--- src/rtl/bdec_pkg.sv ---
`timescale 1ns/1ps
package bdec_pkg;
  localparam int TMPL_W = 5;
  localparam int NSLOT  = 3;
  localparam int UNIT_W = 3;

  typedef enum logic [UNIT_W-1:0] {
    U_NONE = 3'd0,
    U_MEM  = 3'd1,
    U_INT  = 3'd2,
    U_FP   = 3'd3,
    U_BR   = 3'd4,
    U_LONG = 3'd5
  } unit_e;

  function automatic logic [NSLOT*UNIT_W-1:0] pack_units(unit_e s0, unit_e s1, unit_e s2);
    return {s2, s1, s0};
  endfunction
endpackage

--- src/rtl/bdec_split.sv ---
`timescale 1ns/1ps
module bdec_split import bdec_pkg::*; #(
  parameter int SLOT_W = 41,
  localparam int BW = TMPL_W + NSLOT*SLOT_W
) (
  input  logic [BW-1:0]           bundle,
  output logic [TMPL_W-1:0]       tmpl,
  output logic [NSLOT*SLOT_W-1:0] slots
);
  assign tmpl = bundle[TMPL_W-1:0];

  for (genvar k = 0; k < NSLOT; k++) begin : g_slot
    assign slots[k*SLOT_W +: SLOT_W] = bundle[TMPL_W + k*SLOT_W +: SLOT_W];
  end
endmodule

--- src/rtl/bdec_tmpl.sv ---
`timescale 1ns/1ps
module bdec_tmpl import bdec_pkg::*; (
  input  logic [TMPL_W-1:0]       tmpl,
  output logic [NSLOT*UNIT_W-1:0] units,
  output logic [NSLOT-1:0]        vld,
  output logic [NSLOT-1:0]        stop,
  output logic                    illegal
);
  logic [1:0] mid;

  always_comb begin
    units   = '0;
    vld     = 3'b111;
    mid     = 2'b00;
    illegal = 1'b0;
    case (tmpl[4:1])
      4'd0:  units = pack_units(U_MEM, U_INT, U_INT);
      4'd1:  begin units = pack_units(U_MEM, U_INT, U_INT); mid = 2'b10; end
      4'd2:  begin units = pack_units(U_MEM, U_LONG, U_NONE); vld = 3'b011; end
      4'd4:  units = pack_units(U_MEM, U_MEM, U_INT);
      4'd5:  begin units = pack_units(U_MEM, U_MEM, U_INT); mid = 2'b01; end
      4'd6:  units = pack_units(U_MEM, U_FP,  U_INT);
      4'd7:  units = pack_units(U_MEM, U_MEM, U_FP);
      4'd8:  units = pack_units(U_MEM, U_INT, U_BR);
      4'd9:  units = pack_units(U_MEM, U_MEM, U_BR);
      4'd11: units = pack_units(U_BR,  U_BR,  U_BR);
      4'd12: units = pack_units(U_MEM, U_BR,  U_BR);
      4'd14: units = pack_units(U_MEM, U_FP,  U_BR);
      default: begin
        vld     = 3'b000;
        illegal = 1'b1;
      end
    endcase
    stop = illegal ? 3'b000 : {tmpl[0], mid};
  end
endmodule

--- src/rtl/bdec_stage.sv ---
`timescale 1ns/1ps
module bdec_stage #(
  parameter int DW = 8
) (
  input  logic          clk,
  input  logic          rst,
  input  logic          in_valid,
  output logic          in_ready,
  input  logic [DW-1:0] in_data,
  output logic          out_valid,
  input  logic          out_ready,
  output logic [DW-1:0] out_data
);
  logic load;

  assign in_ready = !out_valid || out_ready;
  assign load     = in_valid && in_ready;

  always_ff @(posedge clk) begin
    if (rst) begin
      out_valid <= 1'b0;
      out_data  <= '0;
    end else begin
      if (in_ready) out_valid <= in_valid;
      if (load)     out_data  <= in_data;
    end
  end
endmodule

--- src/rtl/bundle_decoder.sv ---
`timescale 1ns/1ps
module bundle_decoder import bdec_pkg::*; #(
  parameter int SLOT_W = 41,
  localparam int BW = TMPL_W + NSLOT*SLOT_W,
  localparam int SW = NSLOT*SLOT_W,
  localparam int UW = NSLOT*UNIT_W,
  localparam int DW = SW + UW + 2*NSLOT + 1
) (
  input  logic          clk,
  input  logic          rst,
  input  logic          in_valid,
  output logic          in_ready,
  input  logic [BW-1:0] in_bundle,
  output logic          out_valid,
  input  logic          out_ready,
  output logic [SW-1:0] out_slots,
  output logic [UW-1:0] out_unit,
  output logic [NSLOT-1:0] out_slot_vld,
  output logic [NSLOT-1:0] out_stop,
  output logic          out_illegal
);
  logic [TMPL_W-1:0] tmpl;
  logic [SW-1:0]     slots;
  logic [UW-1:0]     units;
  logic [NSLOT-1:0]  vld, stop;
  logic              illegal;
  logic [DW-1:0]     d_in, d_out;

  bdec_split #(.SLOT_W(SLOT_W)) u_split (
    .bundle(in_bundle), .tmpl(tmpl), .slots(slots)
  );

  bdec_tmpl u_tmpl (
    .tmpl(tmpl), .units(units), .vld(vld), .stop(stop), .illegal(illegal)
  );

  assign d_in = {slots, units, vld, stop, illegal};

  bdec_stage #(.DW(DW)) u_stage (
    .clk(clk), .rst(rst),
    .in_valid(in_valid), .in_ready(in_ready), .in_data(d_in),
    .out_valid(out_valid), .out_ready(out_ready), .out_data(d_out)
  );

  assign {out_slots, out_unit, out_slot_vld, out_stop, out_illegal} = d_out;
endmodule

--- config.mk ---
export PLATFORM = sky130hd
export DESIGN_NAME = bundle_decoder
export DESIGN_NICKNAME = d
export VERILOG_FILES = /design/src/rtl/bdec_pkg.sv /design/src/rtl/bdec_split.sv /design/src/rtl/bdec_tmpl.sv /design/src/rtl/bdec_stage.sv /design/src/rtl/bundle_decoder.sv
export SDC_FILE = /design/constraint.sdc
export NUM_CORES = 1
export LEC_CHECK = 0
export ABC_AREA = 1
export ABC_CLOCK_PERIOD_IN_PS = 1270
export BUFFER_PORTS_ARGS = -buffer_cell sky130_fd_sc_hd__buf_2
export CORE_ASPECT_RATIO = 0.8
export CORE_MARGIN = 2
export CORE_UTILIZATION = 29
export DETAILED_ROUTE_END_ITERATION = 8
export SLEW_MARGIN = 15
export SYNTH_ARGS = -nofsm -noshare
export SYNTH_HDL_FRONTEND = slang
export SYNTH_HIERARCHICAL = 1
export SYNTH_SLANG_ARGS = --single-unit
export TNS_END_PERCENT = 20
--- constraint.sdc ---
create_clock -name clk -period 1.27 [get_ports clk]
set_input_delay 0 -clock clk [delete_from_list [all_inputs] [get_ports clk]]
set_output_delay 0 -clock clk [all_outputs]
set_load 0.01 [all_outputs]
==> Word level (Yosys, flattened, before mapping) <==
Cells that the tools add are included.
{ "totals": {"input_bits": 132, "ff_bits": 140, "out_inout_bits": 141} }
{ "classes": {"mux": 5, "n_eq_ne": 11, "reduce_logical": 8} }
{ "op_table": {"columns": ["cell", "n"], "rows": [
  ["9-bit case mux with 10 select lines", 1],
  ["4-bit equality test, second input constant", 5],
  ["4-bit by 3-bit equality test with 1-bit output, second input constant", 4],
  ["12-bit OR reduction", 1],
  ["11-bit OR reduction", 1],
  ["3-bit case mux with 2 select lines", 1],
  ["4-bit by 1-bit equality test with 1-bit output, second input constant", 1],
  ["4-bit by 2-bit equality test with 1-bit output, second input constant", 1],
  ["4-bit zero test", 1],
  ["2-bit case mux with 2 select lines", 1],
  ["2-bit OR reduction", 2],
  ["3-bit two-way mux", 1],
  ["1-bit logical AND", 1],
  ["1-bit zero test", 1],
  ["1-bit logical OR", 1],
  ["1-bit two-way mux", 1]
]} }

==> Longest topological paths before layout <==
{ "depth": {"ltp_word": 3, "ltp_mapped": 11, "ltp_nobuf": 10} }

==> Hierarchy <==
Netlist, hierarchy kept.
{ "by_module_without_submodules": {"columns": ["module", "instances", "area_each_um2", "cells_each", "seq_area_each_um2"], "rows": [
  ["bdec_stage", 1, 6188.4, 916, 2802.7],
  ["bdec_split", 1, 960.9, 128, 0.0],
  ["bdec_tmpl", 1, 203.9, 43, 0.0]
]} }

==> Least setup slack after synthesis <==
OpenSTA, ideal clock, no wires.
{ "synth_timing": {"path_kind": "register -> register", "startpoint": "register u_stage.out_valid", "endpoint": "register u_stage.out_data[100]", "arrival_ns": 0.974, "setup_slack_ns": 0.181, "stages_incl_launch_ff": 6, "path_cell_list": "dfxtp_1 > nand2_4 > buf_4 > buf_2 > a21oi_1 > nor2_1"} }
{ "synth_between": {"elab_chain_len": 3} }
{ "synth_rtl": {"columns": ["element", "line_no", "rtl"], "rows": [
  ["start: declaration", "bdec_stage.sv:10", "output logic out_valid,"],
  ["start signal: assignment", "bdec_stage.sv:24", "if (in_ready) out_valid <= in_valid;"],
  ["1-bit zero test", "bdec_stage.sv:16", "assign in_ready = !out_valid || out_ready;"],
  ["1-bit logical OR", "bdec_stage.sv:16", null],
  ["1-bit logical AND", "bdec_stage.sv:17", "assign load = in_valid && in_ready;"],
  ["end signal: assignment", "bdec_stage.sv:25", "if (load) out_data <= in_data;"],
  ["end: declaration", "bdec_stage.sv:12", "output logic [DW-1:0] out_data"]
]} }
Every way passes these cells.
A chain may end at the register's enable or synchronous reset.

==> Worst setup path after layout <==
{ "layout_timing": {"startpoint": "register u_stage.out_valid", "endpoint": "register u_stage.out_data[133]"} }
Same word-level chain as after synthesis.

==> impl_metrics.env <==
export IMPL_grt_pass1_wl_um=32890
export IMPL_synth_top_family_by_area="buffers and inverters"
export IMPL_ir_drop_mv=0.8013
export IMPL_avgSynthCellArea_um2=6.765
export IMPL_critPathCaptureType="register"
export IMPL_core_region_area_mm2=0.02511
export IMPL_die_x_um=182.0
export IMPL_rsz0062_at_grt="no"
export IMPL_synth_xor_area_share_pct=0
export IMPL_critPathKind="register to register"
export IMPL_cts_tree="built"
export IMPL_htreeDepth=4
export IMPL_tns_ns=0
export IMPL_ys_warn_count=6
export IMPL_die_y_um=146.4
export IMPL_maxSlewViolCount=0
export IMPL_netlist_area_mm2=0.007353
export IMPL_fin_skew_ns=0.009598
export IMPL_grt_max_degree=77
export IMPL_firstDrtPassIters=4
export IMPL_antenna_found_initial=0
export IMPL_n_fill_cell=2607
export IMPL_hp_start="in_valid"
export IMPL_synth_mux_area_share_pct=0
export IMPL_syn_num_nets=1219
export IMPL_fin_crit_sh_pct=95.37
export IMPL_topRoutingLayerUsed="met4"
export IMPL_netlist_instances=1087
export IMPL_maxCapViolCount=0
export IMPL_drive_gt1_share_pct=25.62
export IMPL_crit_arrival_ns=1.53
export IMPL_diodes=0
export IMPL_holdWs_ns=0.03628
export IMPL_timing_final_hold_violations=0
export IMPL_leakage_nw=5.442
export IMPL_path_clk_slew_ns=0.06
export IMPL_crit_path_start="u_stage/out_valid$_SDFFE_PP0P_"
export IMPL_min_delay_path_class="primary input to register"
export IMPL_synth_cell_types=19
export IMPL_initial_core_util_pct=29.28
export IMPL_wl_met3_um=1575
export IMPL_seq_area_frac_synth_pct=38.11
export IMPL_yosys_area_share_simple_pct=25.64
export IMPL_place_congestion=0.7975
export IMPL_wl_um=20410
export IMPL_drt_iter0_drc=284
export IMPL_final_net_count=1458
export IMPL_wl_per_cell_um=12.27
export IMPL_ys_ff_latch=140
export IMPL_die_area_mm2=0.02665
export IMPL_worstSkewPairLatency_ns=0.43
export IMPL_required_ns=1.59
export IMPL_drc=0
export IMPL_fin_crit_ns=1.211
export IMPL_grt_pass1_vias=6796
export IMPL_grt_use_total_pct=15.16
export IMPL_cts_inserted_buffers=17
export IMPL_area_delta_synth_final_pct=35.83
export IMPL_rows=52
export IMPL_synth_compound_area_share_pct=9.750
export IMPL_dp_hpwl_um=12400
export IMPL_wl_met1_um=9357
export IMPL_r2r_start="u_stage/out_valid$_SDFFE_PP0P_"
export IMPL_status="complete, no violations"
export IMPL_startpoint_type="register"
export IMPL_wl_met2_um=9161
export IMPL_final_setup_viol_count=0
export IMPL_fmaxAchievable_ghz=0.8257
export IMPL_synth_adder_area_share_pct=0
export IMPL_ant_nets=0
export IMPL_cts_root_buf="clkbuf_16"
export IMPL_p_per_area_mw_per_mm2=1228
export IMPL_path_max_fanout=20
export IMPL_io_buffers=272
export IMPL_cts_sinks=140
export IMPL_routed_via_count=7168
export IMPL_vias_per_cell=4.310
export IMPL_clockBufferDepth=2
export IMPL_num_io_pins=273
export IMPL_overflow=0
## cell usage in the layout (no fill, tap or decap), types with 7 or more instances in the layout
| master | n |
|---|---|
| buf_2 | 271 |
| nand2_1 | 150 |
| inv_1 | 145 |
| nand3_1 | 144 |
| nor2_1 | 142 |
| a21oi_1 | 141 |
| dfxtp_1 | 139 |
| dlygate4sd3_1 | 125 |
| clkbuf_16 | 17 |
| buf_4 | 17 |
| buf_12 | 7 |
## Yosys cell counts (all sizes together)
cell	n	area [µm²]
buf	203	1366
nand2	155	599.3
inv	151	566.8
nand3	146	735.7
nor2	143	539.3
a21oi	142	710.7
dfxtp	140	2803
clkbuf	3	11.26
conb	1	3.750
nand4	1	6.260
nor3	1	5.000
o22ai	1	6.260
## path summary, 6_finish.rpt
| kind | endpoint | slack, ns | depth (start not counted) |
|---|---|---|---|
| worst min register to register | u_stage/out_data[51]$_SDFFE_PP0P_ | 0.47 | 2 |
| worst max register to register | u_stage/out_data[133]$_SDFFE_PP0P_ | 0.06 | 5 |
| worst min-delay path | u_stage/out_data[128]$_SDFFE_PP0P_ | 0.04 | 3 |
| worst max-delay path | u_stage/out_data[133]$_SDFFE_PP0P_ | 0.06 | 5 |
## what timing repair did
action | CTS | global route
hold endpoints to repair | 125 | 0
resized for setup | 3 | 4
setup endpoints to repair | 1 | 6
hold buffers | 125 | 0
pin swaps | 1 | 0
buffers inserted | 4 | 0
cloned | 2 | 0
## critical path, stage by stage (launching register included)
cell and delay (ns):
dfxtp_4 0.37, nand2_8 0.08, buf_4 0.15, bufbuf_16 0.28, a21oi_1 0.15, nor2_1 0.06
## layer usage
metal,track usage [%],vias up
met5,0,-
met4,4.637,0
met3,5.438,25
met2,24.87,243
met1,18.62,3194
li1,-,3706
## flip-flops by register name, indices dropped and copies added (netlist names)
signal and count:
u_stage/out_valid 1, u_stage/out_data 139
## layout make-up
class                           count  area, µm²  share of cell area [%]
Sequential cell                   140       2806                   28.10
Inverter                          151      569.3                   5.700
Timing Repair Buffer              425       2988                   29.91
Multi-Input combinational cell    591       2635                   26.38
Clock buffer                       27      503.0                   5.036
Clock inverter                      5      81.33                  0.8142
Tap cell                          324      405.4                   4.059
## cells by family (layout without fill, tap and decap cells)
logic type             Yosys count  after routing
other                            1              1
AND/OR/NAND/NOR                446            447
buffers and inverters          357            608
AO/OA/AOI/OAI                  143            143
flip-flops                     140            140
## stage by stage
stage / util, % / setup slack [ns] / total power, mW / instances / cell area [µm²]
2_1_floorplan: - / 0.1806 / 6.459 / 1087 / 7353
3_3_place_gp: 31.99 / 0.08879 / 6.942 / 1500 / 8035
3_5_place_dp: 31.99 / 0.08712 / 6.963 / 1500 / 8035
4_1_cts: 39.69 / 0.04193 / 12.46 / 1663 / 9968
5_1_grt: 39.77 / 0.0004996 / 12.96 / 1663 / 9988
6_report: 39.77 / 0.05884 / 12.26 / 1663 / 9988
## power breakdown
| group | internal (mW) | total (mW) | switching (mW) |
|---|---|---|---|
| clock | 3.11 | 5.04 | 1.93 |
| sequential | 4.74 | 4.91 | 0.173 |
| combinational | 1.11 | 2.31 | 1.20 |
| total | 8.95 | 12.3 | 3.31 |
No activity file was read; power rests on OpenSTA's default activity.
